File: config.mk
export PLATFORM = sky130hd
export DESIGN_NAME = ctrl_rx_seq
export DESIGN_NICKNAME = d
export VERILOG_FILES = /design/src/rtl/ctrl_rx_pkg.sv /design/src/rtl/crx_beat_ctr.sv /design/src/rtl/crx_fsm.sv /design/src/rtl/crx_out_stage.sv /design/src/rtl/ctrl_rx_seq.sv
export SDC_FILE = /design/constraint.sdc
export NUM_CORES = 1
export LEC_CHECK = 0
export ABC_AREA = 1
export BUFFER_PORTS_ARGS = -buffer_cell sky130_fd_sc_hd__buf_2
export CORE_MARGIN = 1
export CORE_UTILIZATION = 46
export CTS_CLUSTER_DIAMETER = 120
export DETAILED_ROUTE_END_ITERATION = 6
export PLACE_DENSITY_LB_ADDON = 0.25
export SLEW_MARGIN = 20
export SYNTH_ARGS = -nofsm -noshare
export SYNTH_HDL_FRONTEND = slang
export SYNTH_SLANG_ARGS = --single-unit
export TNS_END_PERCENT = 1
File: constraint.sdc
create_clock -name clk -period 1.3 [get_ports clk]
set_clock_uncertainty 0.1 [all_clocks]
set_input_delay 0.13 -clock clk [delete_from_list [all_inputs] [get_ports clk]]
set_output_delay 0.13 -clock clk [all_outputs]
set_load 0.02 [all_outputs]
File: src/rtl/ctrl_rx_pkg.sv
package ctrl_rx_pkg;

  typedef enum logic [2:0] {
    CRX_IDLE  = 3'd0,
    CRX_WAIT  = 3'd1,
    CRX_COUNT = 3'd2,
    CRX_DRAIN = 3'd3,
    CRX_ACK   = 3'd4
  } crx_state_e;

  typedef struct packed {
    logic serviced;
    logic data_end;
  } crx_ack_t;

endpackage

File: src/rtl/crx_beat_ctr.sv
module crx_beat_ctr #(
  parameter int CNT_W = 7
) (
  input  logic             clk,
  input  logic             rst,
  input  logic             load,
  input  logic [CNT_W-1:0] load_val,
  input  logic             fire,
  output logic             load_empty,
  output logic             final_beat
);

  localparam logic [CNT_W-1:0] ONE = {{(CNT_W-1){1'b0}}, 1'b1};

  // Remaining-byte arithmetic kept in functions so a reader can restate it.
  function automatic logic [CNT_W-1:0] next_rem(input logic [CNT_W-1:0] rem,
                                                input logic fire_i);
    return fire_i ? rem - ONE : rem;
  endfunction

  function automatic logic is_final(input logic [CNT_W-1:0] rem,
                                    input logic fire_i);
    return fire_i && (rem == ONE);
  endfunction

  function automatic logic is_empty(input logic [CNT_W-1:0] cnt);
    return cnt == '0;
  endfunction

  logic [CNT_W-1:0] rem_q;
  logic [CNT_W-1:0] total_q;
  logic [CNT_W-1:0] beats_q;

  always_ff @(posedge clk) begin
    if (rst) begin
      rem_q   <= '0;
      total_q <= '0;
      beats_q <= '0;
    end else if (load) begin
      rem_q   <= load_val;
      total_q <= load_val;
      beats_q <= '0;
    end else begin
      rem_q <= next_rem(rem_q, fire);
      if (fire) beats_q <= beats_q + ONE;
    end
  end

  assign load_empty = is_empty(load_val);
  assign final_beat = is_final(rem_q, fire);

  // a byte is never taken once the latched count is used up
  a_r3_no_underflow: assert property (@(posedge clk) disable iff (rst)
    fire |-> (rem_q != '0));

  // bytes taken plus bytes left always equals the count latched at the start
  a_r4_count_kept: assert property (@(posedge clk) disable iff (rst)
    ({1'b0, beats_q} + {1'b0, rem_q}) == {1'b0, total_q});

endmodule

File: src/rtl/crx_fsm.sv
module crx_fsm
  import ctrl_rx_pkg::*;
(
  input  logic clk,
  input  logic rst,
  input  logic start,
  input  logic pkt_rdy,
  input  logic last_in,
  input  logic load_empty,
  input  logic final_beat,
  output logic load,
  output logic drain,
  output logic ack,
  output logic last_q
);

  crx_state_e state_q, state_d;

  always_comb begin
    state_d = state_q;
    unique case (state_q)
      CRX_IDLE:  if (start)      state_d = CRX_WAIT;
      CRX_WAIT:  if (pkt_rdy)    state_d = CRX_COUNT;
      CRX_COUNT: state_d = load_empty ? CRX_ACK : CRX_DRAIN;
      CRX_DRAIN: if (final_beat) state_d = CRX_ACK;
      CRX_ACK:   state_d = last_q ? CRX_IDLE : CRX_WAIT;
      default:   state_d = CRX_IDLE;
    endcase
  end

  always_ff @(posedge clk) begin
    if (rst) begin
      state_q <= CRX_IDLE;
      last_q  <= 1'b0;
    end else begin
      state_q <= state_d;
      if (state_q == CRX_COUNT) last_q <= last_in;
    end
  end

  assign load  = (state_q == CRX_COUNT);
  assign drain = (state_q == CRX_DRAIN);
  assign ack   = (state_q == CRX_ACK);

  // idle is left only through start
  a_r1_idle_holds: assert property (@(posedge clk) disable iff (rst)
    (state_q == CRX_IDLE) && !start |=> (state_q == CRX_IDLE));

  // waiting is held while no packet is flagged
  a_r2_wait_holds: assert property (@(posedge clk) disable iff (rst)
    (state_q == CRX_WAIT) && !pkt_rdy |=> (state_q == CRX_WAIT));

  // an empty count goes straight to the acknowledge cycle
  a_r5_zero_skips: assert property (@(posedge clk) disable iff (rst)
    (state_q == CRX_COUNT) && load_empty |=> ack);

  // acknowledge lasts one cycle
  a_r7_ack_single: assert property (@(posedge clk) disable iff (rst)
    ack |=> !ack);

  // the final acknowledge returns to idle
  a_r8_end_to_idle: assert property (@(posedge clk) disable iff (rst)
    ack && last_q |=> (state_q == CRX_IDLE));

  // the flag is looked at again only from the waiting state after the pulse
  a_r9_ack_to_wait: assert property (@(posedge clk) disable iff (rst)
    ack && !last_q |=> (state_q == CRX_WAIT));

endmodule

File: src/rtl/crx_out_stage.sv
module crx_out_stage #(
  parameter int DATA_W = 8
) (
  input  logic              drain,
  input  logic              out_ready,
  input  logic [DATA_W-1:0] fifo_data,
  output logic              out_valid,
  output logic [DATA_W-1:0] out_data,
  output logic              fifo_rd,
  output logic              fire
);

  // Show-ahead FIFO: head byte passes straight through, read only on accept.
  assign out_valid = drain;
  assign out_data  = fifo_data;
  assign fire      = drain && out_ready;
  assign fifo_rd   = fire;

endmodule

File: src/rtl/ctrl_rx_seq.sv
module ctrl_rx_seq
  import ctrl_rx_pkg::*;
#(
  parameter int CNT_W  = 7,
  parameter int DATA_W = 8
) (
  input  logic              clk,
  input  logic              rst,
  input  logic              start,
  input  logic              pkt_rdy,
  input  logic [CNT_W-1:0]  byte_cnt,
  input  logic              last_pkt,
  output logic              fifo_rd,
  input  logic [DATA_W-1:0] fifo_data,
  output logic              out_valid,
  input  logic              out_ready,
  output logic [DATA_W-1:0] out_data,
  output logic              serviced,
  output logic              data_end
);

  // Named internal events
  logic     ev_load;
  logic     ev_drain;
  logic     ev_ack;
  logic     ev_last;
  logic     ev_fire;
  logic     ev_load_empty;
  logic     ev_final_beat;
  crx_ack_t ack_w;

  crx_fsm u_fsm (
    .clk        (clk),
    .rst        (rst),
    .start      (start),
    .pkt_rdy    (pkt_rdy),
    .last_in    (last_pkt),
    .load_empty (ev_load_empty),
    .final_beat (ev_final_beat),
    .load       (ev_load),
    .drain      (ev_drain),
    .ack        (ev_ack),
    .last_q     (ev_last)
  );

  crx_beat_ctr #(.CNT_W(CNT_W)) u_ctr (
    .clk        (clk),
    .rst        (rst),
    .load       (ev_load),
    .load_val   (byte_cnt),
    .fire       (ev_fire),
    .load_empty (ev_load_empty),
    .final_beat (ev_final_beat)
  );

  crx_out_stage #(.DATA_W(DATA_W)) u_out (
    .drain     (ev_drain),
    .out_ready (out_ready),
    .fifo_data (fifo_data),
    .out_valid (out_valid),
    .out_data  (out_data),
    .fifo_rd   (fifo_rd),
    .fire      (ev_fire)
  );

  assign ack_w.serviced = ev_ack;
  assign ack_w.data_end = ev_ack && ev_last;
  assign serviced       = ack_w.serviced;
  assign data_end       = ack_w.data_end;

  // an offered byte stays offered until taken
  a_r6_hold_valid: assert property (@(posedge clk) disable iff (rst)
    out_valid && !out_ready |=> out_valid);

  // no byte is offered in the acknowledge cycle
  a_r3_quiet_ack: assert property (@(posedge clk) disable iff (rst)
    serviced |-> !out_valid && !fifo_rd);

  // the cycle after a reset edge is quiet
  a_r10_reset_quiet: assert property (@(posedge clk)
    $past(rst) |-> !out_valid && !serviced && !data_end);

endmodule

## Word level (Yosys, flattened, before mapping)

Index checks and enable logic that the tools add are counted.

| storage, ports and cells | value |
|---|---|
| bits of input ports | 21 |
| flip-flop bits (word level) | 11 |

| cells by class | value |
|---|---|
| equality and inequality tests | 8 |
| mux-type cells | 8 |
| reduce and logical (&&, ||, !) cells | 7 |
| $add $sub $neg | 1 |

Operator list:

| cell | number |
|---|---|
| case mux 3 bit (5 select lines) | 1 |
| two-way mux 7 bit | 2 |
| two-way mux 3 bit | 4 |
| equality test 7 x 1 -> 1 bit, second input constant | 1 |
| zero test 7 bit | 1 |
| subtractor 7 x 1 -> 7 bit, second input constant | 1 |
| equality test 3 x 2 -> 1 bit, second input constant | 2 |
| != test 2 bit, second input constant | 3 |
| equality test 3 x 1 -> 1 bit, second input constant | 1 |
| equality test 3 bit, second input constant | 1 |
| logical AND 1 bit | 3 |
| zero test 3 bit | 1 |
| AND reduction 3 bit | 1 |
| nonzero test 2 bit | 1 |
| two-way mux 1 bit | 1 |

## Longest topological paths before layout

| logic depth | value |
|---|---|
| depth after elaboration | 5 |
| mapped depth | 8 |

## Hierarchy

From an unflattened synthesis, not the netlist that was laid out.

| unflattened totals | value |
|---|---|
| cells, all modules | 126 |
| area total of the unflattened synthesis | 822.0 µm² |

Modules (own cells, without submodules):

| module | seq. area each (µm²) | area each (µm²) | instances | cells an instance |
|---|---|---|---|---|
| crx_beat_ctr | 140.1 | 471.7 | 1 | 71 |
| crx_fsm | 80.1 | 260.2 | 1 | 41 |
| crx_out_stage | 0.0 | 82.6 | 1 | 12 |
| ctrl_rx_seq | 0.0 | 7.5 | 1 | 2 |

## Worst setup path after synthesis

OpenSTA, ideal clock, no wires.

| timing | value |
|---|---|
| kind | reg2reg |
| start point | reg u_fsm.state_q[2] |
| end point | reg u_fsm.state_q[0] |
| arrival | 1,011 ps |
| path slack | 78 ps |
| required time | 1,088 ps |
| buffers on the path | 0 |
| stages on the path, launching flop included | 8 |
| cell sequence | dfxtp_1 > inv_2 > nand3_2 > clkinv_1 > o21ai_2 > nand2_1 > nor2_1 > nor2_1 |

| on the way | value |
|---|---|
| longest elaborated chain between the ends | 5 |
| elaborated cells on any way between the ends | 12 |

Ends and longest elaborated chain:

| element | RTL line | source |
|---|---|---|
| start: declaration | crx_fsm.sv:17 | `crx_state_e state_q, state_d;` |
| start signal: assignment | crx_fsm.sv:36 | `state_q <= state_d;` |
| equality test 3 x 2 -> 1 bit * | crx_fsm.sv:42 | `assign drain = (state_q == CRX_DRAIN);` |
| named net out_valid | ctrl_rx_seq.sv:15 | `output logic out_valid,` |
| logical AND 1 bit | crx_out_stage.sv:16 | `assign fire = drain && out_ready;` |
| logical AND 1 bit | crx_beat_ctr.sv:23 | `return fire_i && (rem == ONE);` |
| != test 2 bit (no line) | -- |  |
| AND reduction 3 bit (no line) | -- |  |

Mark *: on every way through the listed nets, which the timed path passes. The rest lies on a longest branch.
A chain may end at the register's enable or synchronous reset.

## Worst setup path after layout

| timing | value |
|---|---|
| start point | reg u_fsm.state_q[0] |
| end point | out data_end |

| on the way | value |
|---|---|
| longest elaborated chain between the ends | 2 |

Ends and longest elaborated chain:

| element | RTL line | source |
|---|---|---|
| equality test 3 bit | crx_fsm.sv:43 | `assign ack = (state_q == CRX_ACK);` |
| logical AND 1 bit | ctrl_rx_seq.sv:67 | `assign ack_w.data_end = ev_ack && ev_last;` |
| end: declaration | ctrl_rx_seq.sv:19 | `output logic data_end` |

No other way between the ends.

==> out/metrics.cfg <==
[status]
outcome = complete, but fails checks
failed_checks = DRC, setup timing

[floorplanning]
floorplan.die_area_mm2 = 0.00190
die_span_y_um = 43.6
row_count = 14
core_region_area_mm2 = 0.00156
die-width_um = 43.6
io-pin-count = 33
initial_core_util = 0.510

[clock_network]
clk_transition_reported_paths_ns = 0.08
numClockSinks = 11
cts_inserted_buffers = 3
cts_max_level = 1
clk-insertion-delay-late_ns = 0.27
cts-root-to-sink-buffers = 2
cts_tree = built
root_driver = clkbuf_4

[final_layout]
final_cell_area_um2 = 996
final_nets = 168
insertedDiodeCount = 0
fillers = 146
final_layout_size_suffix_gt1_frac = 0.361
layout-area-overhead-vs-synth_pct = 25.2
stdcell_count = 160

[power]
total_power_mw = 1.69
leakage_nw = 0.483
power.share.clock = 0.141
power_density_mw_per_mm2 = 1700
netSwitchingFraction = 0.448
p_sw_mw = 0.757
internal_power_mw = 0.933
p_comb_frac = 0.546
peakVddDrop_mv = 0.906
seq_power_share = 0.313

[timing]
final-max-slew-violation-count = 0
tightestPinTransition_ns = 0.263
rsz0062_at_grt = yes
timing.final.hold_violations = 0
fmax_ghz = 0.767
final-setup-viol-count = 1
finalWorstSetupSlack_ns = -0.00388
layout_worst_path_cycle_share = 1.00
layout_min_cycle_time_ns = 1.30
slew_headroom = 0.824

[route]
postRouteWirelength_mm = 1.94
residual_drc_count = 3
routed_wire_length_per_instance_um = 12.1
drt_first_iter_violations = 38
firstDrtPassIters = 6
detail_route.vias_per_cell = 5.32
route.vias.total = 851
antenna_violating_nets_post_route = 0

[worst_setup_path]
reg2reg_slack_ns = 0.04
worstPathArrival_ns = 1.07
worst-r2r-cell-count = 6
worst-setup-path-type = reg2out
critPathRequiredTime_ns = 1.07
critical_path_peak_fanout = 4
r2r-end = u_ctr.rem_q[4]$_SDFFE_PP0P_
critical_path_endpoint_category = output pin
cp-start-kind = flip-flop
reg2reg_launch_point = u_ctr.rem_q[0]$_SDFFE_PP0P_

[placement]
placed_area_um2 = 851
placed_cell_count = 151
port-buffer-count = 16
gpl.final_weighted_congestion = 0.862
post-place-ws_ns = -0.00433
hpwl_mm = 1.28

[yosys]
synth.yosys.warnings = 0
synthXorXnorAreaFrac = 0.0220
synth.distinct_cells = 25
synth_area_leader_cell = dfxtp_1
post_synth_inst_count = 125
synth.cell_area_um2 = 796
mappedNetlistNets = 148
synth.ff_latch_count = 11
simple_gate_share_of_the_synthesized_area = 0.360
share_of_the_synthesized_area_in_compound_gates_ao_oa_aoi_oai = 0.149
synthMuxAreaShare = 0
synth_top_family_by_area = simple AND/OR/NAND/NOR gates
post_synth_fa_ha_maj_area_fraction = 0.0314
synth.top_cell.area_share = 0.277
synthesized_area_divided_by_synthesized_cell_count_um2 = 6.37
synth_area_leaders = dfxtp_1 (28%), nand2_1 (13%), nor2_1 (9.0%), buf_4 (7.5%), a21oi_1 (6.3%)
synth_seq_area_share = 0.277

[global_route]
grt_pass1_wl_mm = 3.24
grt_start_max_net_pins = 11
grt-ovfl-total = 0
grt_pass1_vias = 719
antenna_found_initial = 0
grt_use_total = 0.233

[min_path]
holdCritPathClass = in2reg
number_of_stages_on_the_worst_hold_path = 3
hold_path_end = u_fsm.last_q$_SDFFE_PP0P_
hold_start = last_pkt

[run]
maxCapViolCount = 0

## metal layers
layer / share of wire / track usage
met1: 0.45 / 0.313
met3: 0.073 / 0.0417
met2: 0.45 / 0.346
met5: 0 / 0
met4: 0.029 / 0.138
## synth_stat cells, drive strengths merged
cell type	number
a21oi	10
a31oi	1
buf	8
clkinv	1
dfxtp	11
ha	2
inv	17
nand2	29
nand3	8
nand3b	1
nand4	2
nor2	22
nor3	2
o211ai	1
o21ai	8
xnor2	1
xor2	1
## worst max-delay path: stages (launching register included)
cell and delay [ns]:
dfxtp_4 0.37, nor2_4 0.12, nand2_2 0.07, nor2_2 0.12, buf_6 0.12
## power groups by stage
| stage | logic (mW) | clock network, mW | registers [mW] |
|---|---|---|---|
| finish | 0.924 | 0.238 | 0.529 |
| global route | 1.03 | 0.262 | 0.541 |
| CTS | 0.842 | 0.246 | 0.512 |
| detailed placement | 0.765 | 0 | 0.504 |
| global placement | 0.763 | 0 | 0.500 |
| floorplan | 0.636 | 0 | 0.493 |
## logic make-up after synthesis
family / Yosys count
buf+inv: 26
fa+ha+maj: 2
compound gates: 20
xor+xnor: 2
simple gates: 64
flops: 11
## sequential cells by signal, indices dropped and copies added (netlist names)
register,flops
u_fsm.last_q,1
u_fsm.state_q,3
u_ctr.rem_q,7
## worst max-delay path by stage
stage / slack [ns] / startpoint / cells past startpoint / end
after floorplan: 0.08 / u_fsm.state_q[2]$_SDFFE_PP0P_ / 7 / u_fsm.state_q[0]$_SDFFE_PP0P_
after global placement: -0.03 / u_ctr.rem_q[0]$_SDFFE_PP0P_ / 5 / u_ctr.rem_q[2]$_SDFFE_PP0P_
after detailed placement: -0.004 / u_ctr.rem_q[0]$_SDFFE_PP0P_ / 5 / u_ctr.rem_q[2]$_SDFFE_PP0P_
after CTS: -0.003 / u_ctr.rem_q[0]$_SDFFE_PP0P_ / 5 / u_ctr.rem_q[2]$_SDFFE_PP0P_
after global routing: -0.06 / u_fsm.state_q[0]$_SDFFE_PP0P_ / 4 / data_end
final: -0.004 / u_fsm.state_q[0]$_SDFFE_PP0P_ / 4 / data_end
## layout make-up
cell class,count,area (um^2),area share
multi-input cells,88,495,0.497
flip-flops and latches,11,234,0.235
repair buffers,23,150,0.151
inverters,18,70.1,0.0704
clock buffers,4,26.3,0.0264
well taps,16,20.0,0.0201
## stage by stage
| step | util | hold WS (ns) | TNS (ns) |
|---|---|---|---|
| floorplan | - | 0.0991 | 0 |
| global placement | 0.546 | 0.160 | -0.0288 |
| detailed placement | 0.546 | 0.160 | -0.00433 |
| CTS | 0.606 | 0.0312 | -0.00274 |
| global route | 0.639 | 0.0397 | -0.173 |
| finish | 0.639 | 0.0288 | -0.00388 |
## cells in the final DEF (no fill, tap or decap), drive strengths merged, types with 2 or more instances in the layout
master,n
nor2,22
o21ai,8
nand4,2
nand3,8
nand2,29
inv,17
nor3,2
buf,22
dfxtp,11
clkbuf,4
a21oi,10
ha,2
## what timing repair did
action,4_1_cts,5_1_grt
buffers inserted,4,0
endpoints found under the setup margin,5,11
hold buffers,1,0
resized for setup,10,18
hold endpoints to repair,4,0
pin swaps,3,7
No activity file was read; power rests on OpenSTA's default activity.
